===== src/rtl/evtseq_pkg.sv =====
package evtseq_pkg;

  localparam logic [7:0] END_BYTE = 8'hFE;
  localparam logic [7:0] INIT_EVT = 8'h18;

  typedef enum logic [2:0] {
    K_END, K_EVT, K_PIN_LO, K_PIN_HI, K_WAIT, K_I2C, K_SKIP
  } kind_e;

  typedef enum logic [2:0] {
    ST_IDLE, ST_RD, ST_DEC, ST_DLY, ST_I2C
  } state_e;

  typedef enum logic [1:0] {
    M_PROBE, M_SCAN, M_EXEC, M_ARG
  } mode_e;

  // decides what a table byte means by its value range
  function automatic kind_e classify(input logic [7:0] b);
    kind_e k;
    if (b == END_BYTE)                       k = K_END;
    else if (b < 8'hD0)                      k = b[0] ? K_I2C : K_EVT;
    else if (b[7:4] == 4'hD && !b[0])        k = K_PIN_LO;
    else if (b[7:4] == 4'hE && !b[0])        k = K_PIN_HI;
    else if (b == 8'hF0 || b == 8'hF2 || b == 8'hF4) k = K_WAIT;
    else                                     k = K_SKIP;
    return k;
  endfunction

  function automatic logic [6:0] wait_len(input logic [7:0] b);
    logic [6:0] n;
    case (b)
      8'hF0:   n = 7'd1;
      8'hF2:   n = 7'd10;
      default: n = 7'd100;
    endcase
    return n;
  endfunction

endpackage


===== src/rtl/evtseq_fifo.sv =====
module evtseq_fifo #(
  parameter int W     = 7,
  parameter int DEPTH = 4
) (
  input  logic         clk,
  input  logic         rst_n,
  input  logic         push,
  input  logic [W-1:0] din,
  input  logic         pop,
  output logic [W-1:0] dout,
  output logic         full,
  output logic         empty
);

  localparam int AW = (DEPTH > 1) ? $clog2(DEPTH) : 1;
  localparam logic [AW:0] CAP = (AW+1)'(DEPTH);

  logic [W-1:0]  store [DEPTH];
  logic [AW-1:0] wp_q, rp_q;
  logic [AW:0]   cnt_q;
  logic          do_push, do_pop;

  function automatic logic [AW-1:0] bump(input logic [AW-1:0] p);
    return (p == AW'(DEPTH-1)) ? '0 : p + AW'(1);
  endfunction

  assign full    = (cnt_q == CAP);
  assign empty   = (cnt_q == '0);
  assign do_push = push && !full;
  assign do_pop  = pop && !empty;
  assign dout    = store[rp_q];

  always_ff @(posedge clk) begin
    if (do_push) store[wp_q] <= din;
  end

  always_ff @(posedge clk) begin
    if (!rst_n) begin
      wp_q  <= '0;
      rp_q  <= '0;
      cnt_q <= '0;
    end else begin
      if (do_push) wp_q <= bump(wp_q);
      if (do_pop)  rp_q <= bump(rp_q);
      case ({do_push, do_pop})
        2'b10:   cnt_q <= cnt_q + (AW+1)'(1);
        2'b01:   cnt_q <= cnt_q - (AW+1)'(1);
        default: cnt_q <= cnt_q;
      endcase
    end
  end

endmodule


===== src/rtl/evtseq_dflt_rom.sv =====
module evtseq_dflt_rom #(
  parameter int ADDR_W = 10
) (
  input  logic              clk,
  input  logic              rst_n,
  input  logic [ADDR_W-1:0] addr,
  output logic [7:0]        q
);

  localparam int LO_W = 6;

  logic [7:0]      b;
  logic [LO_W-1:0] lo;
  logic            hi_zero;
  logic [2:0]      k;
  logic            fam48;

  assign lo      = addr[LO_W-1:0];
  assign hi_zero = (addr[ADDR_W-1:LO_W] == '0);
  assign k       = lo[4:2];
  assign fam48   = !k[2];

  // rate sections occupy bytes 0..31, four bytes each;
  // single-pin sections occupy 32..47, two bytes each
  always_comb begin
    b = 8'hFE;
    if (hi_zero && !lo[5]) begin
      case (lo[1:0])
        2'd0:    b = {4'h0, k, 1'b0};
        2'd1:    b = {fam48 ? 4'hE : 4'hD, 4'h6};
        2'd2:    b = {k[1] ? 4'hE : 4'hD, 4'hA};
        default: b = {k[0] ? 4'hE : 4'hD, 4'h8};
      endcase
    end else if (hi_zero && lo[5:4] == 2'b10) begin
      if (!lo[0]) begin
        case (lo[3:1])
          3'd0:    b = 8'h14;
          3'd1:    b = 8'h16;
          3'd2:    b = 8'h1A;
          3'd3:    b = 8'h1C;
          3'd4:    b = 8'h1E;
          3'd5:    b = 8'h20;
          3'd6:    b = 8'h22;
          default: b = 8'h24;
        endcase
      end else begin
        case (lo[3:1])
          3'd0:    b = 8'hE0;
          3'd1:    b = 8'hD0;
          3'd2:    b = 8'hE2;
          3'd3:    b = 8'hD2;
          3'd4:    b = 8'hE4;
          3'd5:    b = 8'hD4;
          3'd6:    b = 8'hE8;
          default: b = 8'hD8;
        endcase
      end
    end
  end

  always_ff @(posedge clk) begin
    if (!rst_n) q <= 8'hFE;
    else        q <= b;
  end

endmodule


===== src/rtl/evtseq_engine.sv =====
module evtseq_engine
  import evtseq_pkg::*;
#(
  parameter int ADDR_W = 10
) (
  input  logic              clk,
  input  logic              rst_n,
  input  logic              q_empty,
  input  logic [6:0]        q_head,
  output logic              q_pop,
  output logic [ADDR_W-1:0] tbl_addr,
  input  logic [7:0]        ext_byte,
  input  logic [7:0]        rom_byte,
  input  logic              ms_tick,
  output logic [7:0]        gpio,
  output logic              i2c_valid,
  input  logic              i2c_ready,
  output logic [7:0]        i2c_dev,
  output logic [7:0]        i2c_reg,
  output logic [7:0]        i2c_val,
  output logic              idle
);

  localparam logic [ADDR_W-1:0] STEP1 = ADDR_W'(1);
  localparam logic [ADDR_W-1:0] STEP3 = ADDR_W'(3);

  state_e            state_q;
  mode_e             mode_q;
  logic [ADDR_W-1:0] addr_q;
  logic [7:0]        target_q;
  logic              use_dflt_q;
  logic [6:0]        dly_q;
  logic              arg_q;
  logic [7:0]        gpio_q, dev_q, reg_q, val_q;
  logic [7:0]        cur;
  kind_e             kind;

  assign cur       = use_dflt_q ? rom_byte : ext_byte;
  assign kind      = classify(cur);
  assign tbl_addr  = addr_q;
  assign q_pop     = (state_q == ST_IDLE) && !q_empty;
  assign idle      = (state_q == ST_IDLE);
  assign gpio      = gpio_q;
  assign i2c_valid = (state_q == ST_I2C);
  assign i2c_dev   = dev_q;
  assign i2c_reg   = reg_q;
  assign i2c_val   = val_q;

  always_ff @(posedge clk) begin
    if (!rst_n) begin
      state_q    <= ST_RD;
      mode_q     <= M_PROBE;
      addr_q     <= '0;
      target_q   <= INIT_EVT;
      use_dflt_q <= 1'b0;
      dly_q      <= '0;
      arg_q      <= 1'b0;
      gpio_q     <= '0;
      dev_q      <= '0;
      reg_q      <= '0;
      val_q      <= '0;
    end else begin
      case (state_q)
        ST_IDLE: begin
          if (!q_empty) begin
            target_q <= {1'b0, q_head};
            mode_q   <= M_SCAN;
            addr_q   <= '0;
            state_q  <= ST_RD;
          end
        end
        ST_RD: state_q <= ST_DEC;
        ST_DEC: begin
          case (mode_q)
            M_PROBE: begin
              use_dflt_q <= (cur == END_BYTE);
              mode_q     <= M_SCAN;
              addr_q     <= '0;
              state_q    <= ST_RD;
            end
            M_SCAN: begin
              case (kind)
                K_END: state_q <= ST_IDLE;
                K_I2C: begin
                  addr_q  <= addr_q + STEP3;
                  state_q <= ST_RD;
                end
                default: begin
                  if (kind == K_EVT && cur == target_q) mode_q <= M_EXEC;
                  addr_q  <= addr_q + STEP1;
                  state_q <= ST_RD;
                end
              endcase
            end
            M_EXEC: begin
              case (kind)
                K_END, K_EVT: state_q <= ST_IDLE;
                K_PIN_LO: begin
                  gpio_q[cur[3:1]] <= 1'b0;
                  addr_q  <= addr_q + STEP1;
                  state_q <= ST_RD;
                end
                K_PIN_HI: begin
                  gpio_q[cur[3:1]] <= 1'b1;
                  addr_q  <= addr_q + STEP1;
                  state_q <= ST_RD;
                end
                K_WAIT: begin
                  dly_q   <= wait_len(cur);
                  addr_q  <= addr_q + STEP1;
                  state_q <= ST_DLY;
                end
                K_I2C: begin
                  dev_q   <= cur;
                  arg_q   <= 1'b0;
                  mode_q  <= M_ARG;
                  addr_q  <= addr_q + STEP1;
                  state_q <= ST_RD;
                end
                default: begin
                  addr_q  <= addr_q + STEP1;
                  state_q <= ST_RD;
                end
              endcase
            end
            default: begin
              addr_q <= addr_q + STEP1;
              if (!arg_q) begin
                reg_q   <= cur;
                arg_q   <= 1'b1;
                state_q <= ST_RD;
              end else begin
                val_q   <= cur;
                state_q <= ST_I2C;
              end
            end
          endcase
        end
        ST_DLY: begin
          if (ms_tick) begin
            dly_q <= dly_q - 7'd1;
            if (dly_q == 7'd1) state_q <= ST_RD;
          end
        end
        ST_I2C: begin
          if (i2c_ready) begin
            mode_q  <= M_EXEC;
            state_q <= ST_RD;
          end
        end
        default: state_q <= ST_IDLE;
      endcase
    end
  end

endmodule


===== src/rtl/evt_cfg_sequencer.sv =====
module evt_cfg_sequencer #(
  parameter int ADDR_W = 10,
  parameter int QDEPTH = 4
) (
  input  logic              clk,
  input  logic              rst_n,
  input  logic              evt_valid,
  output logic              evt_ready,
  input  logic [6:0]        evt_id,
  output logic              evt_ovf,
  output logic [ADDR_W-1:0] tbl_addr,
  input  logic [7:0]        tbl_data,
  input  logic              ms_tick,
  output logic [7:0]        gpio,
  output logic              i2c_valid,
  input  logic              i2c_ready,
  output logic [7:0]        i2c_dev,
  output logic [7:0]        i2c_reg,
  output logic [7:0]        i2c_val,
  output logic              busy
);

  logic       q_full, q_empty, q_pop, eng_idle, ovf_q;
  logic [6:0] q_head;
  logic [7:0] rom_byte;

  assign evt_ready = !q_full;
  assign evt_ovf   = ovf_q;
  assign busy      = !eng_idle || !q_empty;

  always_ff @(posedge clk) begin
    if (!rst_n)                       ovf_q <= 1'b0;
    else if (evt_valid && !evt_ready) ovf_q <= 1'b1;
  end

  evtseq_fifo #(.W(7), .DEPTH(QDEPTH)) u_queue (
    .clk   (clk),
    .rst_n (rst_n),
    .push  (evt_valid),
    .din   (evt_id),
    .pop   (q_pop),
    .dout  (q_head),
    .full  (q_full),
    .empty (q_empty)
  );

  evtseq_dflt_rom #(.ADDR_W(ADDR_W)) u_dflt (
    .clk   (clk),
    .rst_n (rst_n),
    .addr  (tbl_addr),
    .q     (rom_byte)
  );

  evtseq_engine #(.ADDR_W(ADDR_W)) u_engine (
    .clk       (clk),
    .rst_n     (rst_n),
    .q_empty   (q_empty),
    .q_head    (q_head),
    .q_pop     (q_pop),
    .tbl_addr  (tbl_addr),
    .ext_byte  (tbl_data),
    .rom_byte  (rom_byte),
    .ms_tick   (ms_tick),
    .gpio      (gpio),
    .i2c_valid (i2c_valid),
    .i2c_ready (i2c_ready),
    .i2c_dev   (i2c_dev),
    .i2c_reg   (i2c_reg),
    .i2c_val   (i2c_val),
    .idle      (eng_idle)
  );

endmodule


===== config.mk =====
export PLATFORM = sky130hd
export DESIGN_NAME = evt_cfg_sequencer
export DESIGN_NICKNAME = d
export VERILOG_FILES = /design/src/rtl/evtseq_pkg.sv /design/src/rtl/evtseq_fifo.sv /design/src/rtl/evtseq_dflt_rom.sv /design/src/rtl/evtseq_engine.sv /design/src/rtl/evt_cfg_sequencer.sv
export SDC_FILE = /design/constraint.sdc
export NUM_CORES = 1
export LEC_CHECK = 0
export BUFFER_PORTS_ARGS = -buffer_cell sky130_fd_sc_hd__buf_4
export CORE_AREA = 5 5 97 145
export DETAILED_ROUTE_END_ITERATION = 8
export DIE_AREA = 0 0 102 150
export HOLD_SLACK_MARGIN = 0.06
export MAX_ROUTING_LAYER = met4
export PLACE_DENSITY = 0.66
export REMOVE_ABC_BUFFERS = 1
export SLEW_MARGIN = 20
export SYNTH_ARGS = -nofsm -noshare
export SYNTH_HDL_FRONTEND = slang
export SYNTH_HIERARCHICAL = 1
export SYNTH_SLANG_ARGS = --single-unit

===== constraint.sdc =====
create_clock -name clk -period 2.5 [get_ports clk]
set_clock_uncertainty 0.2 [all_clocks]
set_input_delay 0.75 -clock clk [delete_from_list [all_inputs] [get_ports clk]]
set_output_delay 0.75 -clock clk [all_outputs]
set_load 0.01 [all_outputs]

# ---- Word level (Yosys, flattened, before mapping)
# Memory sizes are Yosys's and may differ from the RTL's. A register that Yosys moved wholly into a read port is not among the register bits.
# Index checks and enable logic that the tools add are counted.
dict set report totals {
  regBits 72
  mem_bits_rw 28
  in_bits 20
  output_inout_bits 46
  elab_cells 177
  memories 1
}
# memory words width read_ports rd_clocked_by_memory_dff wr line_no
set mem_list {}
lappend mem_list {u_queue.store 4 7 1 1 1 evtseq_fifo.sv:18} ;# logic [W-1:0] store [DEPTH];
dict set report op_classes {
  n_addsub 7
  magnitude_cmp 3
  eq_ne 46
  n_mux 52
  n_bitwise 7
  n_reduce_logical 46
}
# cell count
set ops {}
lappend ops {{$pmux 6 s7} 2}
lappend ops {{$pmux 10 s2} 2}
lappend ops {{$eq 8x8->1 const B} 4}
lappend ops {{$mux 8} 4}
lappend ops {{$mux 3} 10}
lappend ops {{$pmux 10 s3} 1}
lappend ops {{$pmux 7 s2} 2}
lappend ops {{$pmux 8 s3} 1}
lappend ops {{$mux 2} 11}
lappend ops {{$eq 3x3->1 const B} 7}
lappend ops {{$mux 7} 3}
lappend ops {{$mux 10} 2}
lappend ops {{$eq 3x2->1 const B} 6}
lappend ops {{$pmux 8 s2} 1}
lappend ops {{$pmux 3 s5} 1}
lappend ops {{$reduce_and 3->1} 5}
lappend ops {{$eq 2x2->1 const B} 6}
lappend ops {{$logic_not 3->1} 4}
lappend ops {{$ne 3x3->1 const B} 4}
lappend ops {{$pmux 2 s3} 2}
lappend ops {{$reduce_and 4->1} 3}
lappend ops {{$add 10x1->10 const B} 1}
lappend ops {{$add 10x2->10 const B} 1}
lappend ops {{$logic_and 1x1->1} 10}
lappend ops {{36 further kinds} 68}

# ---- Depth between registers and ports, before layout
dict set report logic_depth {
  ltp_word 15
  mapped_depth 13
  ltp_nobuf 11
}

# ---- Modules after synthesis
# Netlist, hierarchy kept.
# module n_inst cells_per_inst area_per_inst_um2 seq_area_each_um2
set modules_own_cells {}
lappend modules_own_cells {evtseq_engine 1 425 3558.4 1261.2}
lappend modules_own_cells {evtseq_fifo 1 93 1501.4 1021.0}
lappend modules_own_cells {evtseq_dflt_rom 1 63 474.2 120.1}
lappend modules_own_cells {evt_cfg_sequencer 1 5 38.8 20.0}

# ---- Worst setup path after synthesis
# No wires, ideal clock.
dict set report synth_timing {
  path_type {register to register}
  start {register u_queue.cnt_q[1]}
  end {register u_queue.cnt_q[2]}
  setup_time_ns 0.076
  t_arrival_ns 2.404
  setup_slack_ns -0.180
  path_stages_with_launch 13
  n_path_buf 1
  synth_period_minus_slack_ns 2.680
  cell_sequence {dfxtp_1 nor3_1 nand2b_1 clkbuf_1 clkinv_1 o31ai_1 inv_1 ha_1 inv_1 fa_1 xor2_1 or3_1 a21boi_0}
}
dict set report synth_via {
  elab_chain_len 6
  word_cells_on_any_way 13
  cone_classes {add/sub (2); eq/ne (3); mux (1); reduce/logical (7)}
}
# element line_no
set synth_lines {}
lappend synth_lines {{start: declaration} evtseq_fifo.sv:20} ;# logic [AW:0] cnt_q;
lappend synth_lines {{start signal: assignment} evtseq_fifo.sv:46} ;# 2'b10: cnt_q <= cnt_q + (AW+1)'(1);
lappend synth_lines {{start signal: assignment} evtseq_fifo.sv:47} ;# 2'b01: cnt_q <= cnt_q - (AW+1)'(1);
lappend synth_lines {{start signal: assignment} evtseq_fifo.sv:48} ;# default: cnt_q <= cnt_q;
lappend synth_lines {{$logic_not 3->1 (*)} evtseq_fifo.sv:28} ;# assign empty = (cnt_q == '0);
lappend synth_lines {{via q_empty} evt_cfg_sequencer.sv:23} ;# logic q_full, q_empty, q_pop, eng_idle, ovf_q;
lappend synth_lines {{$logic_not 1->1 (*)} evtseq_engine.sv:41} ;# assign q_pop = (state_q == ST_IDLE) && !q_empty;
lappend synth_lines {{$logic_and 1x1->1 (*)} evtseq_engine.sv:41}
lappend synth_lines {{via q_pop} evt_cfg_sequencer.sv:23}
lappend synth_lines {{$logic_and 1x1->1 (*)} evtseq_fifo.sv:30} ;# assign do_pop = pop && !empty;
lappend synth_lines {{$eq 2x1->1 or $eq 2x2->1 (tied branches)} evtseq_fifo.sv:45} ;# case ({do_push, do_pop})
lappend synth_lines {{$pmux 3 s2 or $reduce_bool 2->1 (tied branches)} -}
# Mark *: on every way through the listed nets, which the timed path passes. The rest lies on a longest branch.
# A chain may end at the register's enable or synchronous reset.

# ---- Worst setup path after layout
dict set report layout_timing {
  start {input tbl_data[7]}
  end {register u_engine.dly_q[2]}
}
dict set report layout_via {
  elab_chain_len 12
  word_cells_on_any_way 24
  cone_classes {order compare (1); eq/ne (8); mux (10); reduce/logical (5)}
}
# element line_no
set layout_lines {}
lappend layout_lines {{start: declaration} evt_cfg_sequencer.sv:12} ;# input logic [7:0] tbl_data,
lappend layout_lines {{$mux 8 (*)} evtseq_engine.sv:38} ;# assign cur = use_dflt_q ? rom_byte : ext_byte;
lappend layout_lines {{$eq 8x8->1} {evtseq_pkg.sv:25, evtseq_pkg.sv:32}}
lappend layout_lines {{$logic_or 1x1->1 (2 in a row)} evtseq_pkg.sv:25} ;# else if (b == 8'hF0 || b == 8'hF2 || b == 8'hF4) k = K_WAIT;
lappend layout_lines {{$mux 2} evtseq_pkg.sv:25}
lappend layout_lines {{$mux 3} evtseq_pkg.sv:24} ;# else if (b[7:4] == 4'hE && !b[0]) k = K_PIN_HI;
lappend layout_lines {{$mux 3} evtseq_pkg.sv:23} ;# else if (b[7:4] == 4'hD && !b[0]) k = K_PIN_LO;
lappend layout_lines {{$mux 3} evtseq_pkg.sv:22} ;# else if (b < 8'hD0) k = b[0] ? K_I2C : K_EVT;
lappend layout_lines {{$mux 3} evtseq_pkg.sv:21} ;# if (b == END_BYTE) k = K_END;
lappend layout_lines {{$eq 3x3->1} evtseq_engine.sv:96} ;# case (kind)
lappend layout_lines {{$ne 2x2->1 (no source line)} -}
lappend layout_lines {{$reduce_and 4->1 (no source line)} -}
lappend layout_lines {{end signal: assignment} evtseq_engine.sv:109} ;# dly_q <= wait_len(cur);
lappend layout_lines {{end signal: assignment} evtseq_engine.sv:141} ;# dly_q <= dly_q - 7'd1;
lappend layout_lines {{end: declaration} evtseq_engine.sv:32} ;# logic [6:0] dly_q;
# Mark *: on every way between the ends. The rest lies on a longest branch, timed or not. The select of a mux whose other input is x is not followed.

==> impl_results.md <==
- Hold path depth: 2
- Reg area: 0.00243 sq mm
- WL final: 14400 um
- IO Port Bufs: 65
- CTS Buf Count: 9
- R2R depth: 8
- Reg2reg end: u_engine/mode_q[1]
- Layout net count: between 700 and 800
- Pleak: 0.00308 uW
- Vias in the first global route: between 4000 and 5000
- Met3 usage: 0.0303
- RSZ-0062 raised after global routing: yes
- Residual DRC count: 0
- Worst Setup SP: tbl_data[7]
- Die area: around 0.015 sq mm
- Sequential area share after synthesis: 0.435
- Crit-path most repeated cell: buf_4
- Number of flops mapped to enable cells by yosys: 28
- Worst r2r src: u_engine/use_dflt_q
- Seq cells post-synth: roughly 110
- Min-delay worst type: flop to flop
- Synth Cell Area: ~0.0056 sq mm
- Global-route wire length before repair: ~24000 um
- Crit path largest cell delay: 0.39 ns
- Routed Antenna Nets: 0
- Status: completed
- Synth top area share: 0.284
- Hold Path End: u_engine/target_q[0]
- Setup CP Type: primary input to flop
- Avg Inst Size Synth: around 9.5 sq um
- Final Hold Fails: 0
- Gr usage total: 0.200
- Flop2flop setup slack: roughly 0.090 ns
- Detailed-placement wirelength estimate: around 11000 um
- Die Y: 150 um
- Worst skew pair latency: between 0.3 and 0.4 ns
- Placed Instances: 851
- Die Wd: ~100 um
- Biggest register: u_queue/store
- Worst endpoint required time: 2.55 ns
- Final Non-Filler Cells: between 800 and 900
- Count of final setup violators: 0
- CP Max Fanout: 9
- Mapped Cells: just under 600
- Critical path's top delay family: simple AND/OR/NAND/NOR gates
- Final min period: 2.43 ns
- Grt met1 use: 0.220
- YS warnings: 6
- Final Total Pwr: ~4400 uW
- Count of cell types in the netlist: 74
- Area contributors post-synth: dfxtp_1 (28%), edfxtp_1 (15%), nand2_1 (5.9%)
- Vias/cell: around 5.6
- CTS max path bufs: 2
- Clock root cell: clkbuf_16
- Worst-path clk slew: about 0.08 ns
- Fin crit share: 0.971
- GPL Wtd Cong: between 0.9 and 1
- Nature of the critical path startpoint: primary input
- Crit-path cells: buf_4 > nand3b_1 > buf_4 > and2_1 > or3_1 > a221o_1 > nand2_4 > o21ai_2 > a32o_1
- First-pass DRT Iterations: 4
- Max-Cap Viols: 0
- Max reg flops: 28
- CP max stage cell: or3_1
- Rows: between 50 and 60
- 1st-iter DRT viols: 197
- CORE AREA: 0.0127 sq mm
- Slew Viols, Final: 0
- GRT overflow: 0
- Dominant cell type by area after synthesis: dfxtp_1
- Ys async rst share: 0
- CP Capture Type: flop
- # clock sinks: ~110
- Pin count of the biggest net entering global routing: 29
- Fillers: 1143
- Initial antenna violation count: 0
- IR Drop Worst-Case VDD: about 550 uV
- Arrival time worst endpoint: 2.48 ns
- DR vias: slightly below 5000
- # hold bufs at CTS: 0
- # IOs: 66
- Power density cells: a little over 600 mW/mm^2
- Met2 GRT Util: 0.357
- Multi-input gate area: slightly below 0.003 sq mm
- Antenna Cells: 0
- Synth-to-layout area growth: 26.7%
- Initial Util: 0.439
- Hold path start: u_engine/target_q[0]
- CTS H-tree lvls: 3
- Critical path buffer and inverter count: 2
- CTS tree: built
- Post-DR wirelength/cell: 16.6 um
- Post-Route Setup TNS: 0 ns
- Busiest grt layer: met2
- Most used DFF post-synth: dfxtp_1
- Peak Freq: a little over 400 MHz
- Layout cells sized above 1: 0.266
cell families (layout without fill, tap and decap cells):
kind of cell               count (synthesis)  after routing  synth area share
adders and majority gates                 21             21            0.0480
buffers and inverters                     55            179            0.0440
DFF                                      107            107             0.435
muxes                                     20             20            0.0546
xor gates and xnor gates                  14             14            0.0220
and+or+nand+nor                          207            207             0.184
AOI/OAI and AO/OA                        161            161             0.212
other                                      1              1          0.000673
worst max path at each step:
stage / slack (ns) / cells after the start / endpoint
6_report: 0.07 / 9 / u_engine/dly_q[2]
5_1_grt: -0.02 / 9 / u_engine/dly_q[2]
4_1_cts: 0.009 / 8 / u_engine/mode_q[1]
3_5_place_dp: -0.33 / 8 / u_engine/mode_q[1]
3_3_place_gp: -0.26 / 8 / u_engine/mode_q[0]
2_1_floorplan: -0.38 / 7 / u_engine/tbl_addr[0]
synth_stat cells (3+ instances only):
cell type  count
a21boi_0       9
a21oi_1       17
a31oi_1        8
a41oi_1        3
and2_1        12
and3_1         4
buf_2          7
buf_6          3
clkbuf_1      21
dfxtp_1       79
edfxtp_1      28
ha_1          19
inv_1         20
mux2i_1       11
mux4_2         7
nand2_1       88
nand2b_1      12
nand3_1       12
nand3b_1       4
nand4_1        5
nor2_1        24
nor2b_1        8
nor3_1        12
nor3b_1        7
nor4_1         3
o211a_1       26
o211ai_1      16
o21a_1         4
o21ai_0       31
o22ai_1        4
o31ai_1        9
or3_1          7
xnor2_1        8
xor2_1         6
routing by layer:
metal	up-vias	wire [um]
met3	36	609
li1	2380	-
met4	0	422
met1	2287	5610
met5	-	0
met2	131	7790
cells in the final DEF (no fill, tap or decap), drive strengths merged, types with 4 or more instances in the layout:
| cell type | netlist | routed |
|---|---|---|
| or3 | 7 | 7 |
| nand3b | 4 | 4 |
| xor2 | 6 | 6 |
| o31ai | 9 | 9 |
| a21boi | 11 | 11 |
| dfxtp | 79 | 79 |
| and2 | 12 | 12 |
| a31oi | 8 | 8 |
| o21ai | 34 | 34 |
| mux2i | 13 | 13 |
| nor3 | 12 | 12 |
| ha | 19 | 19 |
| nor3b | 8 | 8 |
| inv | 20 | 23 |
| and3 | 4 | 4 |
| o22ai | 4 | 4 |
| o211a | 26 | 26 |
| nand2b | 12 | 12 |
| xnor2 | 8 | 8 |
| o21a | 4 | 4 |
| clkbuf | 21 | 10 |
| nand2 | 89 | 89 |
| nand4 | 5 | 5 |
| nor2 | 24 | 24 |
| mux4 | 7 | 7 |
| nand3 | 12 | 12 |
| edfxtp | 28 | 28 |
| a21oi | 17 | 17 |
| nor2b | 8 | 8 |
| o211ai | 16 | 16 |
| buf | 13 | 142 |
worst reg2reg max path, stage by stage (launching register included):
cell and delay, ns:
dfxtp_4 0.37, buf_4 0.18, nor3_4 0.20, a221o_1 0.22, nand2b_1 0.12, a2111oi_2 0.31, nand4_1 0.16, a211oi_2 0.36
mux2i_1 0.23
power by group:
part	switching, uW	internal [uW]	leakage [uW]	total [uW]
registers	77.4	1870	0.000899	1950
logic	515	414	0.00202	929
clock network	692	803	0.000154	1500
total	1280	3090	0.00308	4370
through the flow:
stage	util	cell area, sq um	hold WS (ns)	setup WS, ns
after CTS	0.551	6990	0.276	0.00932
after global placement	0.526	6670	0.250	-0.261
after global routing	0.556	7060	0.298	-0.0170
final	0.556	7060	0.270	0.0717
after floorplan	-	5410	0.238	-0.377
after detailed placement	0.526	6670	0.265	-0.327
what timing repair did:
item | 4_1_cts | 5_1_grt
setup buffers | 0 | 2
resized for setup | 2 | 17
pin swaps | 1 | 7
setup endpoints to repair | 4 | 10
final cells by class:
| class | instances | area share |
|---|---|---|
| inverter | 21 | 0.0112 |
| tap | 159 | 0.0282 |
| clock inverter | 6 | 0.0117 |
| timing repair buffer | 142 | 0.153 |
| multi-input combinational | 424 | 0.420 |
| clock buffer | 10 | 0.0324 |
| sequential | 107 | 0.344 |
Power figures use the tool's default switching activity.
